[config.mk]
export PLATFORM = sky130hd
export DESIGN_NAME = clk_src_sel
export DESIGN_NICKNAME = d
export VERILOG_FILES = /design/src/rtl/clksel_pkg.sv /design/src/rtl/clksel_sync.sv /design/src/rtl/clksel_lpdiv.sv /design/src/rtl/clksel_mux.sv /design/src/rtl/clksel_div.sv /design/src/rtl/clk_src_sel.sv
export SDC_FILE = /design/constraint.sdc
export NUM_CORES = 1
export LEC_CHECK = 0
export BUFFER_PORTS_ARGS = -buffer_cell sky130_fd_sc_hd__buf_4
export CORE_MARGIN = 2
export CORE_UTILIZATION = 58
export CTS_CLUSTER_SIZE = 30
export DETAILED_ROUTE_END_ITERATION = 8
export HOLD_SLACK_MARGIN = 0.02
export PLACE_DENSITY = 0.85
export RECOVER_POWER = 100
export SYNTH_ARGS = -nofsm -noshare
export SYNTH_HDL_FRONTEND = slang
export SYNTH_SLANG_ARGS = --single-unit
[constraint.sdc]
create_clock -name clk -period 3 [get_ports clk]
set_input_delay 0.3 -clock clk [delete_from_list [all_inputs] [get_ports clk]]
set_output_delay 0.3 -clock clk [all_outputs]
set_load 0.05 [all_outputs]
[src/rtl/clksel_pkg.sv]
// Package: shared constants and types of the clock source selector.
// Assumes five candidate sources, coded 0 to 4, and a 3-bit divide code.
package clksel_pkg;
    localparam int N_SRC  = 5;
    localparam int SEL_W  = 3;
    localparam int DIV_W  = 3;
    localparam int LPD_W  = 3;

    localparam logic [SEL_W-1:0] SRC_PREC = 3'd0;
    localparam logic [SEL_W-1:0] SRC_EXT  = 3'd1;
    localparam logic [SEL_W-1:0] SRC_LP   = 3'd2;
    localparam logic [SEL_W-1:0] SRC_LP8  = 3'd3;
    localparam logic [SEL_W-1:0] SRC_RTC  = 3'd4;

    typedef enum logic [1:0] {
        HS_RUN   = 2'd0,
        HS_DRAIN = 2'd1,
        HS_ARM   = 2'd2
    } hand_e;
endpackage

[src/rtl/clksel_sync.sv]
// Module: two-stage synchronizer for a bundle of oscillator levels.
// Assumes each input toggles slower than half the reference rate.
module clksel_sync #(
    parameter int W = 4
) (
    input  logic         clk,
    input  logic         rst_n,
    input  logic [W-1:0] raw,
    output logic [W-1:0] synced
);
    genvar g;
    generate
        for (g = 0; g < W; g++) begin : g_bit
            logic s1, s2;
            // Purpose: carry one oscillator level through two flops.
            always_ff @(posedge clk) begin
                if (!rst_n) begin
                    s1 <= 1'b0;
                    s2 <= 1'b0;
                end else begin
                    s1 <= raw[g];
                    s2 <= s1;
                end
            end
            assign synced[g] = s2;
        end
    endgenerate
endmodule

[src/rtl/clksel_lpdiv.sv]
// Module: derives the divided low-power source from a counter that advances
// on each rising edge of the synchronized low-power level. The top counter bit
// is the output, so it has a 50% duty cycle and a period 2^W input periods long.
// Assumes the input level is already in the reference domain.
module clksel_lpdiv #(
    parameter int W = 3
) (
    input  logic clk,
    input  logic rst_n,
    input  logic lp_lvl,
    output logic lp_div
);
    localparam logic [W-1:0] ONE = W'(1);

    logic [W-1:0] cnt;
    logic         lp_q;

    // Purpose: count rising edges of the low-power level.
    always_ff @(posedge clk) begin
        if (!rst_n) begin
            cnt  <= '0;
            lp_q <= 1'b0;
        end else begin
            lp_q <= lp_lvl;
            if (lp_lvl && !lp_q)
                cnt <= cnt + ONE;
        end
    end

    assign lp_div = cnt[W-1];
endmodule

[src/rtl/clksel_mux.sv]
// Module: glitch-free source handoff. In RUN the current candidate is passed
// on. A valid new code starts DRAIN, which waits until the current candidate
// is low and then gates the output off. ARM keeps the output low until the
// target candidate shows a falling edge, and then makes the target current.
// Assumes every candidate keeps toggling (the low-power one gets its enable
// request while it is the target).
module clksel_mux
    import clksel_pkg::*;
#(
    parameter int               NS        = N_SRC,
    parameter logic [SEL_W-1:0] RESET_SRC = SRC_LP8
) (
    input  logic             clk,
    input  logic             rst_n,
    input  logic [NS-1:0]    cand,
    input  logic [SEL_W-1:0] sel,
    output logic             mux_lvl,
    output logic [SEL_W-1:0] cur_src,
    output logic             lp_req
);
    localparam logic [SEL_W-1:0] NS_CODE = SEL_W'(NS);

    hand_e            state;
    logic [SEL_W-1:0] tgt;
    logic [NS-1:0]    cand_q;
    logic             sel_ok;

    assign sel_ok = (sel < NS_CODE);

    // Purpose: step the handoff and register the muxed level.
    always_ff @(posedge clk) begin
        if (!rst_n) begin
            state   <= HS_RUN;
            cur_src <= RESET_SRC;
            tgt     <= RESET_SRC;
            mux_lvl <= 1'b0;
            cand_q  <= '0;
        end else begin
            cand_q <= cand;
            case (state)
                HS_RUN: begin
                    mux_lvl <= cand[cur_src];
                    if (sel_ok && (sel != cur_src)) begin
                        tgt   <= sel;
                        state <= HS_DRAIN;
                    end
                end
                HS_DRAIN: begin
                    if (!cand[cur_src]) begin
                        mux_lvl <= 1'b0;
                        state   <= HS_ARM;
                    end else begin
                        mux_lvl <= cand[cur_src];
                    end
                end
                HS_ARM: begin
                    mux_lvl <= 1'b0;
                    if (cand_q[tgt] && !cand[tgt]) begin
                        cur_src <= tgt;
                        state   <= HS_RUN;
                    end
                end
                default: state <= HS_RUN;
            endcase
        end
    end

    // Purpose: request the low-power oscillator while it is used or targeted.
    always_comb begin
        lp_req = (cur_src == SRC_LP) || (cur_src == SRC_LP8);
        if ((state != HS_RUN) && ((tgt == SRC_LP) || (tgt == SRC_LP8)))
            lp_req = 1'b1;
    end
endmodule

[src/rtl/clksel_div.sv]
// Module: power-of-two divider with a ready flag. A counter advances on each
// rising edge of the input level, and bit k-1 of the counter is the output for
// code k. Code 0 passes the input level through. A pending code is taken only
// on the input rising edge that closes an output period. At that point the
// counter restarts, and ready waits for the next output rising edge.
// Assumes the input level is in the reference domain.
module clksel_div
    import clksel_pkg::*;
#(
    parameter int KW = DIV_W
) (
    input  logic          clk,
    input  logic          rst_n,
    input  logic          in_lvl,
    input  logic [KW-1:0] div_code,
    output logic          out_clk,
    output logic          rdy
);
    localparam int             CW    = (1 << KW) - 1;
    localparam logic [CW-1:0]  ONE_C = CW'(1);
    localparam logic [KW-1:0]  ONE_K = KW'(1);

    logic [KW-1:0] act_k, k_nxt, idx;
    logic [CW-1:0] cnt, cnt_nxt, sh, msk;
    logic          in_q, rise, wait_q, wait_nxt, out_nxt;

    // Purpose: low-bit mask that marks the last input period of an output period.
    function automatic logic [CW-1:0] low_mask(input logic [KW-1:0] k);
        logic [CW-1:0] m;
        for (int i = 0; i < CW; i++)
            m[i] = (i < int'(k));
        return m;
    endfunction

    assign rise = in_lvl && !in_q;
    assign msk  = low_mask(act_k);

    // Purpose: next counter, ratio, output level and wait flag.
    always_comb begin
        cnt_nxt  = cnt;
        k_nxt    = act_k;
        wait_nxt = wait_q;
        if (rise) begin
            if (((cnt & msk) == msk) && (div_code != act_k)) begin
                cnt_nxt  = '0;
                k_nxt    = div_code;
                wait_nxt = 1'b1;
            end else begin
                cnt_nxt = cnt + ONE_C;
            end
        end
        idx = k_nxt - ONE_K;
        sh  = cnt_nxt >> idx;
        out_nxt = (k_nxt == '0) ? in_lvl : sh[0];
        if (wait_nxt && out_nxt && !out_clk)
            wait_nxt = 1'b0;
    end

    // Purpose: register divider state, output level and ready flag.
    always_ff @(posedge clk) begin
        if (!rst_n) begin
            in_q    <= 1'b0;
            cnt     <= '0;
            act_k   <= '0;
            wait_q  <= 1'b0;
            out_clk <= 1'b0;
            rdy     <= 1'b1;
        end else begin
            in_q    <= in_lvl;
            cnt     <= cnt_nxt;
            act_k   <= k_nxt;
            wait_q  <= wait_nxt;
            out_clk <= out_nxt;
            rdy     <= (div_code == k_nxt) && !wait_nxt;
        end
    end
endmodule

[src/rtl/clk_src_sel.sv]
// Module: top of the clock source selector. It synchronizes the raw
// oscillator levels, derives the divided low-power source, hands off between
// sources without glitches, and divides the result by a power of two.
// Assumes src_sel and div_code are software register values.
module clk_src_sel
    import clksel_pkg::*;
(
    input  logic             clk,
    input  logic             rst_n,
    input  logic             osc_prec,
    input  logic             osc_ext,
    input  logic             osc_lp,
    input  logic             osc_rtc,
    input  logic [SEL_W-1:0] src_sel,
    input  logic [DIV_W-1:0] div_code,
    output logic             sys_clk,
    output logic             clk_rdy,
    output logic             lp_osc_en
);
    logic [3:0]       raw_s;
    logic             lp_div;
    logic [N_SRC-1:0] cand;
    logic             mux_lvl;
    logic [SEL_W-1:0] cur_src;

    clksel_sync #(.W(4)) u_sync (
        .clk    (clk),
        .rst_n  (rst_n),
        .raw    ({osc_rtc, osc_lp, osc_ext, osc_prec}),
        .synced (raw_s)
    );

    clksel_lpdiv #(.W(LPD_W)) u_lpdiv (
        .clk    (clk),
        .rst_n  (rst_n),
        .lp_lvl (raw_s[2]),
        .lp_div (lp_div)
    );

    assign cand = {raw_s[3], lp_div, raw_s[2], raw_s[1], raw_s[0]};

    clksel_mux #(.NS(N_SRC), .RESET_SRC(SRC_LP8)) u_mux (
        .clk     (clk),
        .rst_n   (rst_n),
        .cand    (cand),
        .sel     (src_sel),
        .mux_lvl (mux_lvl),
        .cur_src (cur_src),
        .lp_req  (lp_osc_en)
    );

    clksel_div #(.KW(DIV_W)) u_div (
        .clk      (clk),
        .rst_n    (rst_n),
        .in_lvl   (mux_lvl),
        .div_code (div_code),
        .out_clk  (sys_clk),
        .rdy      (clk_rdy)
    );
endmodule

Word level (Yosys, flattened, before mapping)

Index checks and enable logic that the tools add are counted.

Bits in registers: 40
Bits in latches: 0
RAM bits: 0
Bits in read-only memories: 0
Memories: 0

Add/subtract/negate cells: 3
Multipliers: 0
Div/mod/pow operators: 0
Magnitude comparators: 10
Equality and inequality tests: 13
Shift operators: 1
Multiplexer cells: 21
Bitwise logic cells: 1
Reduce and logical (&&, ||, !) cells: 23

Operator list:

| cell                                                 | count |
|---|---|
| two-way mux 7 bit                                    | 2 |
| equality test 3 x 2 -> 1 bit (second input constant) | 4 |
| binary-select mux 1 bit (select 3 bit)               | 3 |
| logical AND 1 bit                                    | 9 |
| < comparator 3 bit (first input constant)            | 3 |
| two-way mux 1 bit                                    | 9 |
| < comparator 3 x 4 -> 1 bit (second input constant)  | 2 |
| adder 7 x 1 -> 7 bit (second input constant)         | 1 |
| AND 7 bit                                            | 1 |
| equality test 7 bit                                  | 1 |
| >> shifter 7 x 3 -> 1 bit                            | 1 |
| < comparator 1 x 3 -> 1 bit (first input constant)   | 2 |
| < comparator 2 x 3 -> 1 bit (first input constant)   | 2 |
| two-way mux 2 bit                                    | 3 |
| two-way mux 3 bit                                    | 2 |
| != test 3 bit                                        | 2 |
| one-hot mux 2 bit (3 select lines)                   | 1 |
| logical NOT 1 bit                                    | 5 |
| != test 2 x 1 -> 1 bit (second input constant)       | 2 |
| AND reduction 2 bit                                  | 2 |
| adder 3 x 1 -> 3 bit (second input constant)         | 1 |
| equality test 3 bit                                  | 1 |
| logical NOT 3 bit                                    | 1 |
| < comparator 3 bit (second input constant)           | 1 |
| 10 further kinds                                     | 11 |

Depth between registers and ports, before layout

Gate-level depths: netlist of the first run.

Depth in word-level cells: 14
Mapped depth: 14
Gate-level depth less buffers: 13

Hierarchy

A second synthesis of the first run with hierarchy kept.

Cell total of the unflattened synthesis: 235
Area total of the unflattened synthesis: 2207.1 um^2

Modules (own cells, without submodules):

| module       | instances | cells an instance | area each (um^2) | seq. area each (um^2) |
|---|---|---|---|---|
| clksel_div   | 1         | 126               | 1088.5           | 280.3 |
| clksel_mux   | 1         | 75                | 711.9            | 280.3 |
| clksel_sync  | 1         | 20                | 240.2            | 160.2 |
| clksel_lpdiv | 1         | 14                | 166.4            | 80.1 |

Worst setup path after synthesis of the first run

OpenSTA, ideal clock, no wires.

Kind: reg-to-reg
Start point: reg u_div.act_k[2]
End point: reg u_div.wait_q
Setup time: 0.115 ns
Arrival time: 2.503 ns
Required time: 2.885 ns
Setup slack: 0.382 ns
Cell stages (with the launch flop): 12
Path buffers: 1
Cells stage by stage: dfxtp_1 buf_6 a2bb2oi_1 a21o_1 or3_4 o21ai_4 and2_2 ha_1 a311o_2 o21ai_0 o2111ai_1 and2_1

Cells in the longest elaborated chain, start to end: 12
Elaborated cells on any way between the ends: 24

RTL lines:

| item                                                | RTL line         | RTL |
|---|---|---|
| start, declared                                     | clksel_div.sv:23 | `logic [KW-1:0] act_k, k_nxt, idx;` |
| start signal, assigned                              | clksel_div.sv:71 | `act_k <= k_nxt;` |
| < comparator 1 x 3 -> 1 bit (tied with other cells) | clksel_div.sv:31 | `m[i] = (i < int'(k));` |
| AND 7 bit                                           | clksel_div.sv:44 | `if (((cnt & msk) == msk) && (div_code != act_k)) begin` |
| equality test 7 bit                                 | clksel_div.sv:44 |  |
| logical AND 1 bit                                   | clksel_div.sv:44 |  |
| two-way mux 3 bit                                   | clksel_div.sv:44 |  |
| two-way mux 3 bit                                   | clksel_div.sv:43 | `if (rise) begin` |
| subtractor 3 x 1 -> 3 bit                           | clksel_div.sv:52 | `idx = k_nxt - ONE_K;` |
| >> shifter 7 x 3 -> 1 bit                           | clksel_div.sv:53 | `sh = cnt_nxt >> idx;` |
| two-way mux 1 bit                                   | clksel_div.sv:54 | `out_nxt = (k_nxt == '0) ? in_lvl : sh[0];` |
| logical AND 1 bit (2 in a row)                      | clksel_div.sv:55 | `if (wait_nxt && out_nxt && !out_clk)` |
| two-way mux 1 bit *                                 | clksel_div.sv:55 |  |
| end signal, assigned                                | clksel_div.sv:72 | `wait_q <= wait_nxt;` |
| end, declared                                       | clksel_div.sv:25 | `logic in_q, rise, wait_q, wait_nxt, out_nxt;` |

Mark *: on every way between the ends. The rest lies on a longest branch, timed or not.
A chain may end at the register's enable or synchronous reset.

Final worst setup path of the first run

Start point: reg u_div.act_k[2]
End point: reg u_div.rdy

Cells in the longest elaborated chain, start to end: 14
Elaborated cells on any way between the ends: 27

RTL lines:

| item                                                | RTL line         | RTL |
|---|---|---|
| < comparator 1 x 3 -> 1 bit (tied with other cells) | clksel_div.sv:31 |  |
| AND 7 bit                                           | clksel_div.sv:44 |  |
| equality test 7 bit                                 | clksel_div.sv:44 |  |
| logical AND 1 bit                                   | clksel_div.sv:44 |  |
| two-way mux 3 bit                                   | clksel_div.sv:44 |  |
| two-way mux 3 bit                                   | clksel_div.sv:43 |  |
| subtractor 3 x 1 -> 3 bit                           | clksel_div.sv:52 |  |
| >> shifter 7 x 3 -> 1 bit                           | clksel_div.sv:53 |  |
| two-way mux 1 bit                                   | clksel_div.sv:54 |  |
| logical AND 1 bit (2 in a row)                      | clksel_div.sv:55 |  |
| two-way mux 1 bit                                   | clksel_div.sv:55 |  |
| logical NOT 1 bit                                   | clksel_div.sv:74 | `rdy <= (div_code == k_nxt) && !wait_nxt;` |
| logical AND 1 bit *                                 | clksel_div.sv:74 |  |
| end signal, assigned                                | clksel_div.sv:74 |  |
| end, declared                                       | clksel_div.sv:17 | `output logic rdy` |

Marks and branches as above.

==> flow_metrics.env, run 1 <==
export IMPL_min_delay_start="osc_lp"
export IMPL_cts_buffers=5
export IMPL_cp_start_kind="register"
export IMPL_core_um2=3050
export IMPL_netlist_area_um2=1850
export IMPL_ioPinCount=15
export IMPL_wl_um=3770
export IMPL_htreeDepth=2
export IMPL_critPathKind="reg -> reg"
export IMPL_wire_per_inst_um=14.6
export IMPL_nets=229
export IMPL_intPower_mw=0.739
export IMPL_min_period_ns=2.97
export IMPL_regToRegEndpoint="u_div.rdy"
export IMPL_finClkSkew_ns=0.00383
export IMPL_power_switching_mw=0.221
export IMPL_preCtsSetupSlack_ns=0.135
export IMPL_postRouteAntennaNets=0
export IMPL_antenna_found_initial=0
export IMPL_timing_final_ws_setup_ns=0.0349
export IMPL_slowest_stage="or3_4"
export IMPL_firstDrtPassIters=4
export IMPL_crit_chain="a2bb2oi_1 > a21o_1 > or3_4 > o21ai_4 > and2_2 > ha_1 > a2111oi_1 > a211o_1 > o2111ai_1 > a32oi_1"
export IMPL_sw_frac_of_total=0.230
export IMPL_area_growth_pct=13.9
export IMPL_yosysSeqAreaShare=0.422
export IMPL_cts_tree="done"
export IMPL_min_path_type="in -> reg"
export IMPL_status="finished clean"
export IMPL_synth_top_cell_by_area="dfxtp_1"
export IMPL_yosysWarnings=0
export IMPL_synth_edf_count=0
export IMPL_pwr_density_cell_nw_per_um2=455
export IMPL_drive_above_1_share=0.178
export IMPL_ys_ff_latch=39
export IMPL_cts_root_buf="clkbuf_4"
export IMPL_dp_hpwl_um=2660
export IMPL_r2r_start="u_div.act_k[2]"
export IMPL_period_share=0.988
export IMPL_worstPathRequired_ns=3.27
export IMPL_slew_viol_final=0
export IMPL_holdPathStages=2
export IMPL_grt_ovfl_total=0
export IMPL_holdPathEnd="u_sync.g_bit[2].s1"
export IMPL_synthCells=195
export IMPL_met3_length_um=152
export IMPL_finalWeightedCongestion=0.817
export IMPL_insertedDiodeCount=0
export IMPL_pwr_share_clk=0.367
export IMPL_maxCapViolCount=0
export IMPL_grt_use_total=0.237
export IMPL_hold_buffers=0
export IMPL_p_seq_frac=0.566
export IMPL_die_x_um=60.5
export IMPL_drc_errors=0
export IMPL_vias=1490
export IMPL_highest_layer="met4"
export IMPL_worstMarginPinSlew_ns=1.12
export IMPL_setup_violations=0
export IMPL_grt_start_max_net_pins=35
export IMPL_cpPeakStageDelay_ns=0.44
export IMPL_worst_slew_margin_rel=0.244
export IMPL_hold_viol=0
export IMPL_clk_latency_ns=0.35
export IMPL_drtIter0Drc=87
export IMPL_synthFlopType="dfxtp_1"
export IMPL_clockBufferDepth=2
export IMPL_grt_pass1_vias=1421
export IMPL_start_util=0.606
export IMPL_syn_area_per_cell_um2=9.49
export IMPL_ys_types=51
export IMPL_die_h_um=60.5
export IMPL_crit_path_max_fanout=8
export IMPL_fmax_mhz=337
export IMPL_clk_pin_slew_ns=0.12
export IMPL_arrival_ns=3.24
export IMPL_wl_met1_um=1660
export IMPL_ys_async_sr_fraction=0
export IMPL_reg2regPathDepth=10
export IMPL_dr_wl_met2_um=1850
export IMPL_synth_area_leaders="dfxtp_1 (42%), and2_1 (6.4%), mux2i_1 (4.9%)"
export IMPL_dieArea_um2=3660
export IMPL_grt_first_pass_wirelength_um=6450
export IMPL_vias_per_cell=5.78
export IMPL_numPortBuffers=14
export IMPL_netlist_area_leader_share=0.422
export IMPL_rows=20
export IMPL_vdd_drop_max_v=0.000404
export IMPL_power_total_mw=0.959
export IMPL_reg2reg_slack_ns=0.03
export IMPL_leakagePower_nw=0.834
export IMPL_synthesis_nets=211
export IMPL_combPwrFrac=0.067
export IMPL_cp_end_kind="register"
export IMPL_cts_sinks=39
Yosys cell counts (4+ instances only):
| cell | number |
|---|---|
| dfxtp_1 | 39 |
| nor2b_1 | 11 |
| nand2b_1 | 6 |
| xor2_1 | 6 |
| mux2i_1 | 9 |
| nand2_1 | 13 |
| and2_1 | 19 |
| o21ai_0 | 7 |
| nor2_1 | 10 |
| inv_1 | 7 |
| ha_1 | 4 |
| xnor2_1 | 8 |
worst max-delay path by stage:
stage	depth (start not counted)	startpoint	endpoint
after floorplan	11	u_div.act_k[2]	u_div.wait_q
after global placement	13	u_div.act_k[2]	u_div.rdy
after detailed placement	13	u_div.act_k[2]	u_div.rdy
after CTS	13	u_div.cnt[2]	u_div.rdy
after global routing	10	u_div.act_k[2]	u_div.rdy
final	10	u_div.act_k[2]	u_div.rdy
routing by layer:
| metal | track usage | vias to the layer above |
|---|---|---|
| li1 | - | 719 |
| met1 | 0.310 | 717 |
| met2 | 0.373 | 42 |
| met3 | 0.0533 | 12 |
| met4 | 0.118 | 0 |
| met5 | 0 | - |
worst max-delay path, delay by kind of cell, from the launching register on:
kind | cells | cell delay, ns
compound gates | 7 | 1.56
fa+ha+maj | 1 | 0.27
flops | 1 | 0.39
simple gates | 2 | 0.66
flip-flops by register name, summed over array words and instances (netlist names), 2 cells and up:
register,cells
u_div.cnt,7
u_mux.cand_q,5
u_sync.g_bit.s1,4
u_sync.g_bit.s2,4
u_div.act_k,3
u_lpdiv.cnt,3
u_mux.cur_src,3
u_mux.tgt,3
u_mux.state,2
area by class of cell:
class	count	area [um^2]
inverter	7	26.3
timing repair buffer	15	101
clock inverter	3	43.8
multi-input combinational	145	1060
fill	256	946
sequential	39	785
tap	44	55.1
clock buffer	5	37.5
power by group through the flow:
| stage | sequential [mW] | clock [mW] | combinational (mW) |
|---|---|---|---|
| 2_1_floorplan | 0.555 | 0 | 0.0383 |
| 3_3_place_gp | 0.554 | 0 | 0.0604 |
| 3_5_place_dp | 0.555 | 0 | 0.0640 |
| 4_1_cts | 0.544 | 0.356 | 0.0647 |
| 5_1_grt | 0.546 | 0.383 | 0.0714 |
| 6_report | 0.544 | 0.352 | 0.0640 |
cell usage in the layout, fill, tap and decap left out, types with 2 or more instances in the layout:
cell type	netlist	layout
a211oi_2	0	2
a21boi_0	2	2
a21oi_1	3	3
a31oi_1	3	3
and2_0	0	9
and2_1	19	10
and3_1	2	2
buf_4	0	12
clkbuf_1	3	3
clkbuf_4	0	5
dfxtp_1	39	36
dfxtp_2	0	3
ha_1	4	4
inv_1	7	7
mux2i_1	9	8
nand2_1	13	12
nand2b_1	6	6
nand3_1	3	3
nand3b_1	2	2
nand4_1	2	2
nor2_1	10	10
nor2b_1	11	11
nor3_1	3	2
o211ai_1	2	2
o21ai_0	7	6
o22ai_1	2	2
xnor2_1	8	8
xor2_1	6	6
timing repair:
action / 4_1_cts / 5_1_grt
setup endpoints to repair: 0 / 3
setup buffers: 0 / 0
resized for setup: 0 / 12
hold endpoints to repair: 0 / 0
through the flow:
step           hold slack (ns)  cell area, um^2  setup TNS (ns)  instances  utilization
2_1_floorplan            0.406             1850               0        195            -
3_3_place_gp             0.414             2000               0        250        0.654
3_5_place_dp             0.411             2000               0        250        0.654
4_1_cts                  0.147             2080               0        258        0.680
5_1_grt                  0.137             2110          -0.104        258        0.690
6_report                 0.154             2110               0        258        0.690
cell families after synthesis:
| group | synth area share |
|---|---|
| buffers and inverters | 0.0264 |
| XOR/XNOR | 0.0663 |
| adder cells (fa/ha/maj) | 0.0270 |
| multiplexers | 0.0609 |
| AND/OR/NAND/NOR | 0.243 |
| AO/OA/AOI/OAI | 0.154 |
| flip-flops | 0.422 |
Power figures use the tool's default switching activity.
==> run 2, diff against run 1 <==
--- a/config.mk
+++ b/config.mk
@@ -13,6 +13,7 @@
 export HOLD_SLACK_MARGIN = 0.02
 export PLACE_DENSITY = 0.85
 export RECOVER_POWER = 100
+export SETUP_SLACK_MARGIN = 0.3
 export SYNTH_ARGS = -nofsm -noshare
 export SYNTH_HDL_FRONTEND = slang
 export SYNTH_SLANG_ARGS = --single-unit
==> constraint.sdc (replaced) <==
create_clock -name clk -period 3 [get_ports clk]
set_input_delay 0.3 -clock clk [delete_from_list [all_inputs] [get_ports clk]]
set_output_delay 0.3 -clock clk [all_outputs]
set_load 0.02 [all_outputs]
==> run 2 against run 1 <==
  * Core utilization rose by 4.8 points
  * Clock skew rose by 0.0081 ns
  * First-iteration DRC count rose by 41%
  * Die area did not move
==> flow_metrics.env, run 2 (synthesis results as in run 1) <==
export IMPL_cts_tree="done"
export IMPL_grt_pass1_vias=1457
export IMPL_n_fill_cell=226
export IMPL_regMostFlops="u_div.cnt"
export IMPL_finalWeightedCongestion=0.817
export IMPL_sw_frac_of_total=0.240
export IMPL_min_period_ns=2.90
export IMPL_intPower_mw=0.737
export IMPL_grt_use_total=0.247
export IMPL_pwr_density_cell_nw_per_um2=430
export IMPL_worstMarginPinSlew_ns=1.14
export IMPL_cts_root_buf="clkbuf_4"
export IMPL_largest_register_ffs=7
export IMPL_min_path_type="in -> reg"
export IMPL_final_cell_mix="dfxtp_1 (32), buf_4 (21), nand2_1 (11), and2_0 (11), nor2b_1 (11)"
export IMPL_met3_length_um=264
export IMPL_crit_path_max_fanout=4
export IMPL_cp_start_kind="register"
export IMPL_grt_ovfl_total=0
export IMPL_core_um2=3050
export IMPL_nets=239
export IMPL_postRouteAntennaNets=0
export IMPL_hold_viol=0
export IMPL_clockBufferDepth=2
export IMPL_cts_buffers=5
export IMPL_drive_above_1_share=0.268
export IMPL_p_seq_frac=0.560
export IMPL_largestRegisters="u_div.cnt: 7 flops, u_mux.cand_q: 5 flops"
export IMPL_finClkSkew_ns=0.0119
export IMPL_arrival_ns=3.08
export IMPL_stdcell_area_um2=2250
export IMPL_period_share=0.968
export IMPL_fin_cells=268
export IMPL_die_h_um=60.5
export IMPL_place_inst=250
export IMPL_highest_layer="met4"
export IMPL_wl_um=4670
export IMPL_hold_buffers=0
export IMPL_critPathKind="reg -> reg"
export IMPL_power_switching_mw=0.232
export IMPL_slew_viol_final=0
export IMPL_clk_latency_ns=0.36
export IMPL_vdd_drop_max_v=0.000395
export IMPL_grt_start_max_net_pins=35
export IMPL_die_x_um=60.5
export IMPL_grt_first_pass_wirelength_um=6680
export IMPL_drtIter0Drc=123
export IMPL_maxCapViolCount=0
export IMPL_wl_met1_um=1940
export IMPL_dp_hpwl_um=2660
export IMPL_firstDrtPassIters=4
export IMPL_timing_hold_ws_ns=0.135
export IMPL_dieArea_um2=3660
export IMPL_dr_wl_met2_um=2170
export IMPL_pwr_share_clk=0.375
export IMPL_clk_pin_slew_ns=0.13
export IMPL_wire_per_inst_um=17.4
export IMPL_worstPathRequired_ns=3.18
export IMPL_status="finished clean"
export IMPL_fmax_mhz=344
export IMPL_vias=1597
export IMPL_drc_errors=0
export IMPL_combPwrFrac=0.066
export IMPL_worst_slew_margin_rel=0.231
export IMPL_insertedDiodeCount=0
export IMPL_start_util=0.606
export IMPL_dpl_instance_area_um2=2000
export IMPL_post_route_util=0.738
export IMPL_cts_sinks=39
export IMPL_grt_setup_unrepaired="true"
export IMPL_htreeDepth=2
export IMPL_vias_per_cell=5.96
export IMPL_antenna_found_initial=0
export IMPL_setup_violations=0
export IMPL_power_total_mw=0.969
export IMPL_rows=20
export IMPL_ioPinCount=15
export IMPL_leakagePower_nw=0.884
export IMPL_numPortBuffers=14
export IMPL_area_growth_pct=21.7
export IMPL_final_common_cell="dfxtp_1"
export IMPL_cp_end_kind="register"
[run 2: repair_timing]
action / CTS / global route
buffers inserted: 4 / 6
pin swaps: 5 / 14
setup endpoints to repair: 3 / 3
resized for setup: 16 / 19
[run 2: worst paths after layout]
path | cells after the start | slack [ns] | start | to
hold / removal | 2 | 0.14 | osc_lp | u_sync.g_bit[2].s1
setup / recovery | 14 | 0.1 | u_div.act_k[2] | u_div.rdy
hold reg to reg | 1 | 0.45 | u_sync.g_bit[2].s1 | u_sync.g_bit[2].s2
setup reg to reg | 14 | 0.1 | u_div.act_k[2] | u_div.rdy
[run 2: layer usage]
metal	GRT usage	up-vias
met4	0.109	0
met3	0.0469	31
met2	0.388	64
li1	-	740
met1	0.334	762
met5	0	-
[run 2: cell type report]
class                      count  area, um^2  area share
sequential                    39         795       0.353
multi-input combinational    145        1120       0.498
clock buffer                   5        37.5      0.0167
tap                           44        55.1      0.0244
clock inverter                 3        43.8      0.0194
timing repair buffer          25         173      0.0767
inverter                       7        26.3      0.0117
[run 2: metrics by stage]
step	TNS (ns)	setup slack (ns)
after global routing	-0.0188	-0.0188
after global placement	0	0.255
final	0	0.0957
after floorplan	0	0.382
after detailed placement	0	0.135
after CTS	0	0.300
[run 2: power by group through the flow]
| stage | logic (mW) | registers [mW] | clock network [mW] |
|---|---|---|---|
| after floorplan | 0.0383 | 0.553 | 0 |
| after global placement | 0.0582 | 0.554 | 0 |
| after detailed placement | 0.0618 | 0.555 | 0 |
| after CTS | 0.0630 | 0.542 | 0.356 |
| after global routing | 0.0706 | 0.544 | 0.388 |
| final | 0.0637 | 0.542 | 0.363 |
[run 2: worst max-delay path, cell delays in order, from the launching register on]
cell and delay [ns]:
dfxtp_4 0.37, a2bb2oi_1 0.14, a21o_1 0.20, or3_1 0.49, o21ai_4 0.17, and2_4 0.21
ha_4 0.16, inv_2 0.04, nand2_2 0.07, a211oi_2 0.09, a211oi_2 0.25, buf_4 0.18
o21ai_4 0.05, o2111ai_2 0.20, a32oi_1 0.10
